$ cat src/rtl/satvar_pkg.sv
package satvar_pkg;

    typedef struct packed {
        logic pos;
        logic neg;
        logic imp;
    } line_t;

    typedef enum logic [2:0] {
        TUP_FREE     = 3'b000,
        TUP_BAD      = 3'b001,
        TUP_ASG0     = 3'b010,
        TUP_IMP0     = 3'b011,
        TUP_ASG1     = 3'b100,
        TUP_IMP1     = 3'b101,
        TUP_MEMBER   = 3'b110,
        TUP_CONFLICT = 3'b111
    } tuple_e;

    typedef struct packed {
        logic set;
        logic val;
        logic by_imp;
    } vstate_t;

    function automatic tuple_e classify(input line_t t);
        return tuple_e'(t);
    endfunction

    function automatic logic carries_value(input line_t t);
        return t.pos ^ t.neg;
    endfunction

endpackage

$ cat src/rtl/satvar_pulse.sv
module satvar_pulse (
    input  logic clk,
    input  logic rst,
    input  logic clr,
    input  logic imp_in,
    output logic pulse
);
    logic stage_a;
    logic stage_b;

    always_ff @(posedge clk) begin
        if (rst || clr) begin
            stage_a <= 1'b0;
            stage_b <= 1'b0;
        end else begin
            stage_a <= imp_in;
            stage_b <= stage_a;
        end
    end

    assign pulse = stage_a & ~stage_b;
endmodule

$ cat src/rtl/satvar_store.sv
module satvar_store
    import satvar_pkg::*;
#(
    parameter int LW = 4
) (
    input  logic          clk,
    input  logic          rst,
    input  logic          clr,
    input  line_t         tup,
    input  logic [LW-1:0] curr_lvl,
    output vstate_t       st,
    output logic [LW-1:0] lvl
);
    vstate_t st_q;
    logic [LW-1:0] lvl_q;

    always_ff @(posedge clk) begin
        if (rst || clr) begin
            st_q  <= '0;
            lvl_q <= '0;
        end else if (!st_q.set && carries_value(tup)) begin
            st_q.set    <= 1'b1;
            st_q.val    <= tup.pos;
            st_q.by_imp <= tup.imp;
            lvl_q       <= curr_lvl;
        end
    end

    assign st  = st_q;
    assign lvl = lvl_q;
endmodule

$ cat src/rtl/satvar_capture.sv
module satvar_capture
    import satvar_pkg::*;
(
    input  logic  clk,
    input  logic  rst,
    input  logic  clr,
    input  logic  identify,
    input  line_t tup,
    input  logic  stored_val,
    output logic  wr,
    output logic  lit_pos,
    output logic  lit_neg
);
    logic member;

    assign member = identify && (classify(tup) == TUP_MEMBER);

    always_ff @(posedge clk) begin
        if (rst || clr) begin
            wr      <= 1'b0;
            lit_pos <= 1'b0;
            lit_neg <= 1'b0;
        end else begin
            wr      <= member;
            lit_pos <= member & ~stored_val;
            lit_neg <= member &  stored_val;
        end
    end
endmodule

$ cat src/rtl/satvar_bckarb.sv
module satvar_bckarb #(
    parameter int NV = 4,
    parameter int LW = 4
) (
    input  logic [NV-1:0]    part,
    input  logic [NV*LW-1:0] lvls,
    output logic [LW-1:0]    bck
);
    logic [NV-1:0] alive;
    logic          bus_bit;

    always_comb begin
        alive   = part;
        bck     = '0;
        bus_bit = 1'b0;
        for (int k = LW - 1; k >= 0; k--) begin
            bus_bit = 1'b0;
            for (int c = 0; c < NV; c++) begin
                bus_bit = bus_bit | (alive[c] & lvls[c*LW + k]);
            end
            bck[k] = bus_bit;
            for (int c = 0; c < NV; c++) begin
                alive[c] = alive[c] & (lvls[c*LW + k] ~^ bus_bit);
            end
        end
    end
endmodule

$ cat src/rtl/satvar_cell.sv
module satvar_cell
    import satvar_pkg::*;
#(
    parameter int LW = 4
) (
    input  logic          clk,
    input  logic          rst,
    input  logic          clr,
    input  line_t         tup,
    input  logic [LW-1:0] curr_lvl,
    input  logic          identify,
    output logic          pulse,
    output vstate_t       st,
    output logic [LW-1:0] lvl,
    output logic          wr,
    output logic          lit_pos,
    output logic          lit_neg
);
    satvar_pulse u_pulse (
        .clk    (clk),
        .rst    (rst),
        .clr    (clr),
        .imp_in (tup.imp),
        .pulse  (pulse)
    );

    satvar_store #(.LW(LW)) u_store (
        .clk      (clk),
        .rst      (rst),
        .clr      (clr),
        .tup      (tup),
        .curr_lvl (curr_lvl),
        .st       (st),
        .lvl      (lvl)
    );

    satvar_capture u_cap (
        .clk        (clk),
        .rst        (rst),
        .clr        (clr),
        .identify   (identify),
        .tup        (tup),
        .stored_val (st.val),
        .wr         (wr),
        .lit_pos    (lit_pos),
        .lit_neg    (lit_neg)
    );
endmodule

$ cat src/rtl/satvar_bank.sv
module satvar_bank
    import satvar_pkg::*;
#(
    parameter int NV = 4,
    parameter int LW = 4
) (
    input  logic             clk,
    input  logic             rst,
    input  logic [NV-1:0]    clr,
    input  logic [NV-1:0]    line_pos,
    input  logic [NV-1:0]    line_neg,
    input  logic [NV-1:0]    line_imp,
    input  logic [LW-1:0]    curr_lvl,
    input  logic             identify_cclause,
    output logic [NV-1:0]    new_impli,
    output logic [NV-1:0]    var_set,
    output logic [NV-1:0]    var_val,
    output logic [NV-1:0]    var_by_imp,
    output logic [NV*LW-1:0] var_lvl,
    output logic [NV-1:0]    cc_wr,
    output logic [NV-1:0]    cc_pos,
    output logic [NV-1:0]    cc_neg,
    output logic [LW-1:0]    bck_lvl
);
    for (genvar i = 0; i < NV; i++) begin : g_cell
        line_t   tup;
        vstate_t st;

        assign tup.pos = line_pos[i];
        assign tup.neg = line_neg[i];
        assign tup.imp = line_imp[i];

        satvar_cell #(.LW(LW)) u_cell (
            .clk      (clk),
            .rst      (rst),
            .clr      (clr[i]),
            .tup      (tup),
            .curr_lvl (curr_lvl),
            .identify (identify_cclause),
            .pulse    (new_impli[i]),
            .st       (st),
            .lvl      (var_lvl[i*LW +: LW]),
            .wr       (cc_wr[i]),
            .lit_pos  (cc_pos[i]),
            .lit_neg  (cc_neg[i])
        );

        assign var_set[i]    = st.set;
        assign var_val[i]    = st.val;
        assign var_by_imp[i] = st.by_imp;
    end

    satvar_bckarb #(.NV(NV), .LW(LW)) u_arb (
        .part (cc_wr),
        .lvls (var_lvl),
        .bck  (bck_lvl)
    );
endmodule

$ cat config.mk
export PLATFORM = sky130hd
export DESIGN_NAME = satvar_bank
export DESIGN_NICKNAME = d
export VERILOG_FILES = /design/src/rtl/satvar_pkg.sv /design/src/rtl/satvar_pulse.sv /design/src/rtl/satvar_store.sv /design/src/rtl/satvar_capture.sv /design/src/rtl/satvar_bckarb.sv /design/src/rtl/satvar_cell.sv /design/src/rtl/satvar_bank.sv
export SDC_FILE = /design/constraint.sdc
export NUM_CORES = 1
export LEC_CHECK = 0
export BUFFER_PORTS_ARGS = -buffer_cell sky130_fd_sc_hd__buf_2
export CORE_ASPECT_RATIO = 0.5
export CORE_MARGIN = 2
export CORE_UTILIZATION = 52
export CTS_BUF_LIST = sky130_fd_sc_hd__clkbuf_8
export DETAILED_ROUTE_END_ITERATION = 6
export GPL_TIMING_DRIVEN = 0
export PLACE_DENSITY_LB_ADDON = 0.25
export SYNTH_ARGS = -nofsm -noshare
export SYNTH_HDL_FRONTEND = slang
export SYNTH_HIERARCHICAL = 1
export SYNTH_SLANG_ARGS = --single-unit
$ cat constraint.sdc
create_clock -name clk -period 2.7 [get_ports clk]
set_input_delay 0.54 -clock clk [delete_from_list [all_inputs] [get_ports clk]]
set_output_delay 0.54 -clock clk [all_outputs]
set_load 0.01 [all_outputs]
Word-level counts from Yosys, hierarchy flattened
Index checks and enable logic that the tools add are counted.
Widths: inputs -> output; s select.
{"block": "op_classes", "n_eq_ne": 4, "n_bitwise": 76, "n_reduce_logical": 16}
{"op": "$and 1x1->1", "count": 40}
{"op": "$eq 3x3->1 const B", "count": 4}
{"op": "$or 1x1->1", "count": 12}
{"op": "$xnor 1x1->1", "count": 12}
{"op": "$logic_and 1x1->1", "count": 8}
{"op": "$not 1->1", "count": 8}
{"op": "$logic_not 1->1", "count": 4}
{"op": "$logic_or 1x1->1", "count": 4}
{"op": "$xor 1x1->1", "count": 4}
{"block": "totals", "ff_bits": 48, "in_bits": 23, "output_inout_bits": 48, "word_cells": 132}

Logic depth before layout (Yosys ltp)
{"block": "logic_depth", "word_depth": 22, "depth_mapped": 8, "ltp_nobuf": 7}

Hierarchy
The synthesis kept the hierarchy.
{"module": "satvar_store", "instances": 4, "cells_per_inst": 33, "area_per_inst_um2": 304.0, "seq_area_each_um2": 140.1}
{"module": "satvar_capture", "instances": 4, "cells_per_inst": 8, "area_per_inst_um2": 118.9, "seq_area_each_um2": 60.1}
{"module": "satvar_bckarb", "instances": 1, "cells_per_inst": 48, "area_per_inst_um2": 306.5, "seq_area_each_um2": 0.0}
{"module": "satvar_pulse", "instances": 4, "cells_per_inst": 5, "area_per_inst_um2": 61.3, "seq_area_each_um2": 40.0}

Least setup slack after synthesis
OpenSTA, ideal clock, no wires.
{"block": "synth_path", "path_type": "reg-to-output", "startpoint": "reg g_cell[0].u_cell.u_cap.wr", "endpoint": "out bck_lvl[0]", "arrival_time_ns": 2.087, "required_time_ns": 2.160, "path_slack_ns": 0.073, "stages_incl_launch_ff": 9, "n_path_buf": 1, "path_cell_list": "dfxtp_1 > a222oi_1 > a21oi_1 > nor2_1 > o21bai_1 > a311oi_2 > o211ai_1 > nand4_1 > buf_4"}
{"block": "synth_via", "elab_chain_len": 22, "elab_cells_between_ends": 49, "cone_classes": "bitwise: 49"}
{"item": "start, declared", "line": "satvar_capture.sv:10", "text": "output logic wr,"}
{"item": "start signal, assigned", "line": "satvar_capture.sv:24", "text": "wr <= member;"}
{"item": "$and 1x1->1", "line": "satvar_bckarb.sv:19", "text": "bus_bit = bus_bit | (alive[c] & lvls[c*LW + k]);"}
{"item": "$or 1x1->1 (3 in series)", "line": "satvar_bckarb.sv:19"}
{"item": "$xnor 1x1->1", "line": "satvar_bckarb.sv:23", "text": "alive[c] = alive[c] & (lvls[c*LW + k] ~^ bus_bit);"}
{"item": "$and 1x1->1", "line": "satvar_bckarb.sv:23"}
{"item": "$and 1x1->1", "line": "satvar_bckarb.sv:19"}
{"item": "$or 1x1->1 (3 in series)", "line": "satvar_bckarb.sv:19"}
{"item": "$xnor 1x1->1", "line": "satvar_bckarb.sv:23"}
{"item": "$and 1x1->1", "line": "satvar_bckarb.sv:23"}
{"item": "$and 1x1->1", "line": "satvar_bckarb.sv:19"}
{"item": "$or 1x1->1 (3 in series)", "line": "satvar_bckarb.sv:19"}
{"item": "$xnor 1x1->1", "line": "satvar_bckarb.sv:23"}
{"item": "$and 1x1->1", "line": "satvar_bckarb.sv:23"}
{"item": "$and 1x1->1", "line": "satvar_bckarb.sv:19"}
{"item": "$or 1x1->1 (2 in series)", "line": "satvar_bckarb.sv:19"}
{"item": "$or 1x1->1 *", "line": "satvar_bckarb.sv:19"}
{"item": "end, declared", "line": "satvar_bank.sv:23", "text": "output logic [LW-1:0] bck_lvl"}
Mark *: on every way between the ends. The rest lies on a longest branch, timed or not.

Worst setup path after layout
{"block": "layout_path", "startpoint": "reg g_cell[0].u_cell.u_store.lvl_q[3]", "endpoint": "out bck_lvl[0]"}
{"block": "layout_via", "elab_chain_len": 22, "elab_cells_between_ends": 49, "cone_classes": "bitwise: 49"}
{"item": "start, declared", "line": "satvar_store.sv:15", "text": "logic [LW-1:0] lvl_q;"}
{"item": "start signal, assigned", "line": "satvar_store.sv:25", "text": "lvl_q <= curr_lvl;"}
{"item": "$and 1x1->1", "line": "satvar_bckarb.sv:19"}
{"item": "$or 1x1->1 (3 in series)", "line": "satvar_bckarb.sv:19"}
{"item": "$xnor 1x1->1", "line": "satvar_bckarb.sv:23"}
{"item": "$and 1x1->1", "line": "satvar_bckarb.sv:23"}
{"item": "$and 1x1->1", "line": "satvar_bckarb.sv:19"}
{"item": "$or 1x1->1 (3 in series)", "line": "satvar_bckarb.sv:19"}
{"item": "$xnor 1x1->1", "line": "satvar_bckarb.sv:23"}
{"item": "$and 1x1->1", "line": "satvar_bckarb.sv:23"}
{"item": "$and 1x1->1", "line": "satvar_bckarb.sv:19"}
{"item": "$or 1x1->1 (3 in series)", "line": "satvar_bckarb.sv:19"}
{"item": "$xnor 1x1->1", "line": "satvar_bckarb.sv:23"}
{"item": "$and 1x1->1", "line": "satvar_bckarb.sv:23"}
{"item": "$and 1x1->1", "line": "satvar_bckarb.sv:19"}
{"item": "$or 1x1->1 (2 in series)", "line": "satvar_bckarb.sv:19"}
{"item": "$or 1x1->1 *", "line": "satvar_bckarb.sv:19"}
Marks and branches as above.

==> impl_metrics.env <==
export IMPL_globalplace_congestion=0.982
export IMPL_grt_pass1_wl_um=9260
export IMPL_ios=71
export IMPL_cp_start_kind="register"
export IMPL_drc_errors=0
export IMPL_drtAntennaViolNets=0
export IMPL_antenna_found_initial=0
export IMPL_die_w_um=96.9
export IMPL_pre_cts_ws_ps=-320
export IMPL_synth_edf_count=0
export IMPL_yosysMostFrequentCell="dfxtp_1"
export IMPL_path_delay_family="compound AO/OA/AOI/OAI gates"
export IMPL_ys_warn_count=6
export IMPL_syn_num_nets=255
export IMPL_cts_made_buffers=5
export IMPL_setup_slack_ps=-165
export IMPL_vdd_drop_max_v=0.000279
export IMPL_async_reset_ff_share_pct=0
export IMPL_worstPathArrival_ps=2320
export IMPL_worstSetupPathType="reg2out"
export IMPL_ys_ff_latch=48
export IMPL_yosysTopAreaCell="dfxtp_1"
export IMPL_rows=16
export IMPL_cts_max_level=2
export IMPL_cp_cell_sequence="buf_6, a222oi_1, o211ai_1, o211ai_1, a21oi_2, a311oi_1, o2111ai_1, nand4_1, buf_6"
export IMPL_grt_ovfl_total=0
export IMPL_fmax_ghz=0.349
export IMPL_drv_cap=0
export IMPL_core_sq_um=4020
export IMPL_clockBufferDepth=2
export IMPL_crit_required_ps=2160
export IMPL_yosysUniqueCellTypes=36
export IMPL_setup_viol=2
export IMPL_finalHoldViolCount=0
export IMPL_clkLatencyLatePin_ps=290
export IMPL_drt_first_pass_iters=4
export IMPL_synth_cells=232
export IMPL_hpwl_um=4060
export IMPL_post_route_cells_drive_above_1_share_pct=36.5
export IMPL_yosys_area_top_type_share_pct=42.8
export IMPL_fin_crit_ps=2860
export IMPL_slowest_delay_ps=370
export IMPL_nets=337
export IMPL_grt_busiest_layer="met2"
export IMPL_final_instance_count_excl_fill=369
export IMPL_cp_slowest_cell="a222oi_1"
export IMPL_violations="negative setup slack"
export IMPL_grt_pass1_vias=1939
export IMPL_syn2layout_area_growth_pct=26.8
export IMPL_end_kind="output port"
export IMPL_clock_sinks=48
export IMPL_drt_iter0_drc=126
export IMPL_worst_path_max_fanout=4
export IMPL_ys_top_cells_by_area="dfxtp_1 43%, o211ai_1 8.0%, o31ai_1 6.7%"
export IMPL_start_util_pct=55.8
export IMPL_mappedNetlistArea_sq_um=2240
export IMPL_via_count=2101
export IMPL_use_met3_pct=5.99
export IMPL_portBuffers=70
export IMPL_synth_commonest_cells="48 x dfxtp_1, 31 x nand2_1, 24 x o211ai_1"
export IMPL_synth_ff_type="dfxtp_1"
export IMPL_track_usage_pct=23.6
export IMPL_slew_headroom_pct=68.0
export IMPL_die_height_um=50.4
export IMPL_clk_pin_slew_ps=90
export IMPL_powerDensity_nw_per_um2=479
export IMPL_fin_crit_sh_pct=106
export IMPL_cts_hold_buf=0
export IMPL_wl_per_cell_um=14.8
export IMPL_totalPowerFinal_mw=1.36
export IMPL_synth_seq_area_share_pct=42.8
export IMPL_finClkSkew_ps=4.72
export IMPL_outcome="finished, violations left"
export IMPL_fillers=327
export IMPL_hp_class="in2reg"
export IMPL_dpl_cell_count=356
export IMPL_tightest_slew_ps=479
export IMPL_syn_avg_cell_area_sq_um=9.67
export IMPL_viasPerCell=5.69
export IMPL_p_leak_nw=1.20
export IMPL_grt_max_degree=25
export IMPL_drt_wl_total_um=5450
export IMPL_rsz0062_at_grt="true"
export IMPL_dieArea_sq_um=4890
export IMPL_diodes=0
export IMPL_cts_tree="built"
export IMPL_met1_usage_pct=31.7
export IMPL_critPathBufInv=2
export IMPL_root_buffer="clkbuf_8"
export IMPL_met2_usage_pct=39.1
export IMPL_final_max_slew_viol_count=0
==> cell usage in the layout (no fill, tap or decap), types with 5 or more instances in the layout <==
master / netlist / routed
buf_2: 4 / 73
buf_4: 1 / 5
clkbuf_8: 0 / 6
dfxtp_1: 48 / 45
inv_1: 6 / 7
nand2_1: 31 / 31
nor2_1: 10 / 10
nor2b_1: 5 / 5
nor3_1: 7 / 5
nor3b_1: 12 / 12
o211ai_1: 24 / 24
o21a_1: 6 / 6
o21ai_0: 9 / 8
o31ai_1: 20 / 20
==> per-stage QoR <==
step	cell area, sq um	hold slack, ps	util (%)	setup TNS, ps
2_1_floorplan	2240	448	-	0
3_3_place_gp	2660	455	66.1	-288
3_5_place_dp	2660	465	66.1	-407
4_1_cts	2820	435	70.1	-184
5_1_grt	2850	438	70.7	-547
6_report	2850	441	70.7	-181
==> final timing paths <==
kind	from	end	slack (ps)	depth (start not counted)
min	clr[3]	g_cell[3].u_cell/u_pulse/stage_a$_SDFF_PP0_	440	2
min reg2reg	g_cell[3].u_cell/u_pulse/stage_a$_SDFF_PP0_	g_cell[3].u_cell/u_pulse/stage_b$_SDFF_PP0_	470	1
max	g_cell[0].u_cell/u_store/lvl[3]$_SDFFE_PP0P_	bck_lvl[0]	-160	9
max reg2reg	g_cell[3].u_cell/u_store/st[2]$_SDFFE_PP0P_	g_cell[3].u_cell/u_store/lvl[2]$_SDFFE_PP0P_	1600	3
==> power by group <==
part / switching (mW) / total (mW) / leakage (nW) / internal, mW
Clock: 0.228 / 0.433 / 0.0486 / 0.204
Sequential: 0.0231 / 0.753 / 0.392 / 0.730
Combinational: 0.106 / 0.176 / 0.755 / 0.0703
==> state kept, by name, summed over array words and instances (netlist names) <==
register / cells
g_cell.u_cell/u_store/lvl: 16
g_cell.u_cell/u_store/st: 12
g_cell.u_cell/u_cap/lit_pos: 4
g_cell.u_cell/u_pulse/stage_b: 4
g_cell.u_cell/u_cap/lit_neg: 4
g_cell.u_cell/u_cap/wr: 4
g_cell.u_cell/u_pulse/stage_a: 4
==> timing repair <==
| action | in CTS | in global routing |
|---|---|---|
| gates resized for setup | 10 | 5 |
| pin swaps | 11 | 5 |
| buffers inserted | 6 | 0 |
| gates cloned | 0 | 0 |
| endpoints found under the setup margin | 3 | 2 |
| hold endpoints to repair | 0 | 0 |
==> area by class of cell <==
| type | count | area (sq um) | share of cell area (%) |
|---|---|---|---|
| Buffer | 8 | 35.0 | 1.23 |
| Multi-Input combinational cell | 169 | 1250 | 44.1 |
| Inverter | 6 | 22.5 | 0.792 |
| Tap cell | 54 | 67.6 | 2.37 |
| Timing Repair Buffer | 76 | 405 | 14.2 |
| Clock inverter | 2 | 11.3 | 0.396 |
| Sequential cell | 48 | 967 | 34.0 |
| Clock buffer | 6 | 82.6 | 2.90 |
==> per-layer routing <==
metal	wire (um)	vias up
met5	0	-
met4	46	0
met3	329	4
met2	2550	59
met1	2520	993
li1	-	1045
==> cell families (layout without fill, tap and decap cells) <==
| logic type | Yosys count | count (layout) | share of synthesized area [%] |
|---|---|---|---|
| AND/OR/NAND/NOR | 82 | 82 | 23.6 |
| AO/OA/AOI/OAI | 79 | 79 | 26.2 |
| flip-flops | 48 | 48 | 42.8 |
| buffers and inverters | 15 | 98 | 2.90 |
| XOR/XNOR | 8 | 8 | 4.46 |
(Power assumes the default switching activity.)
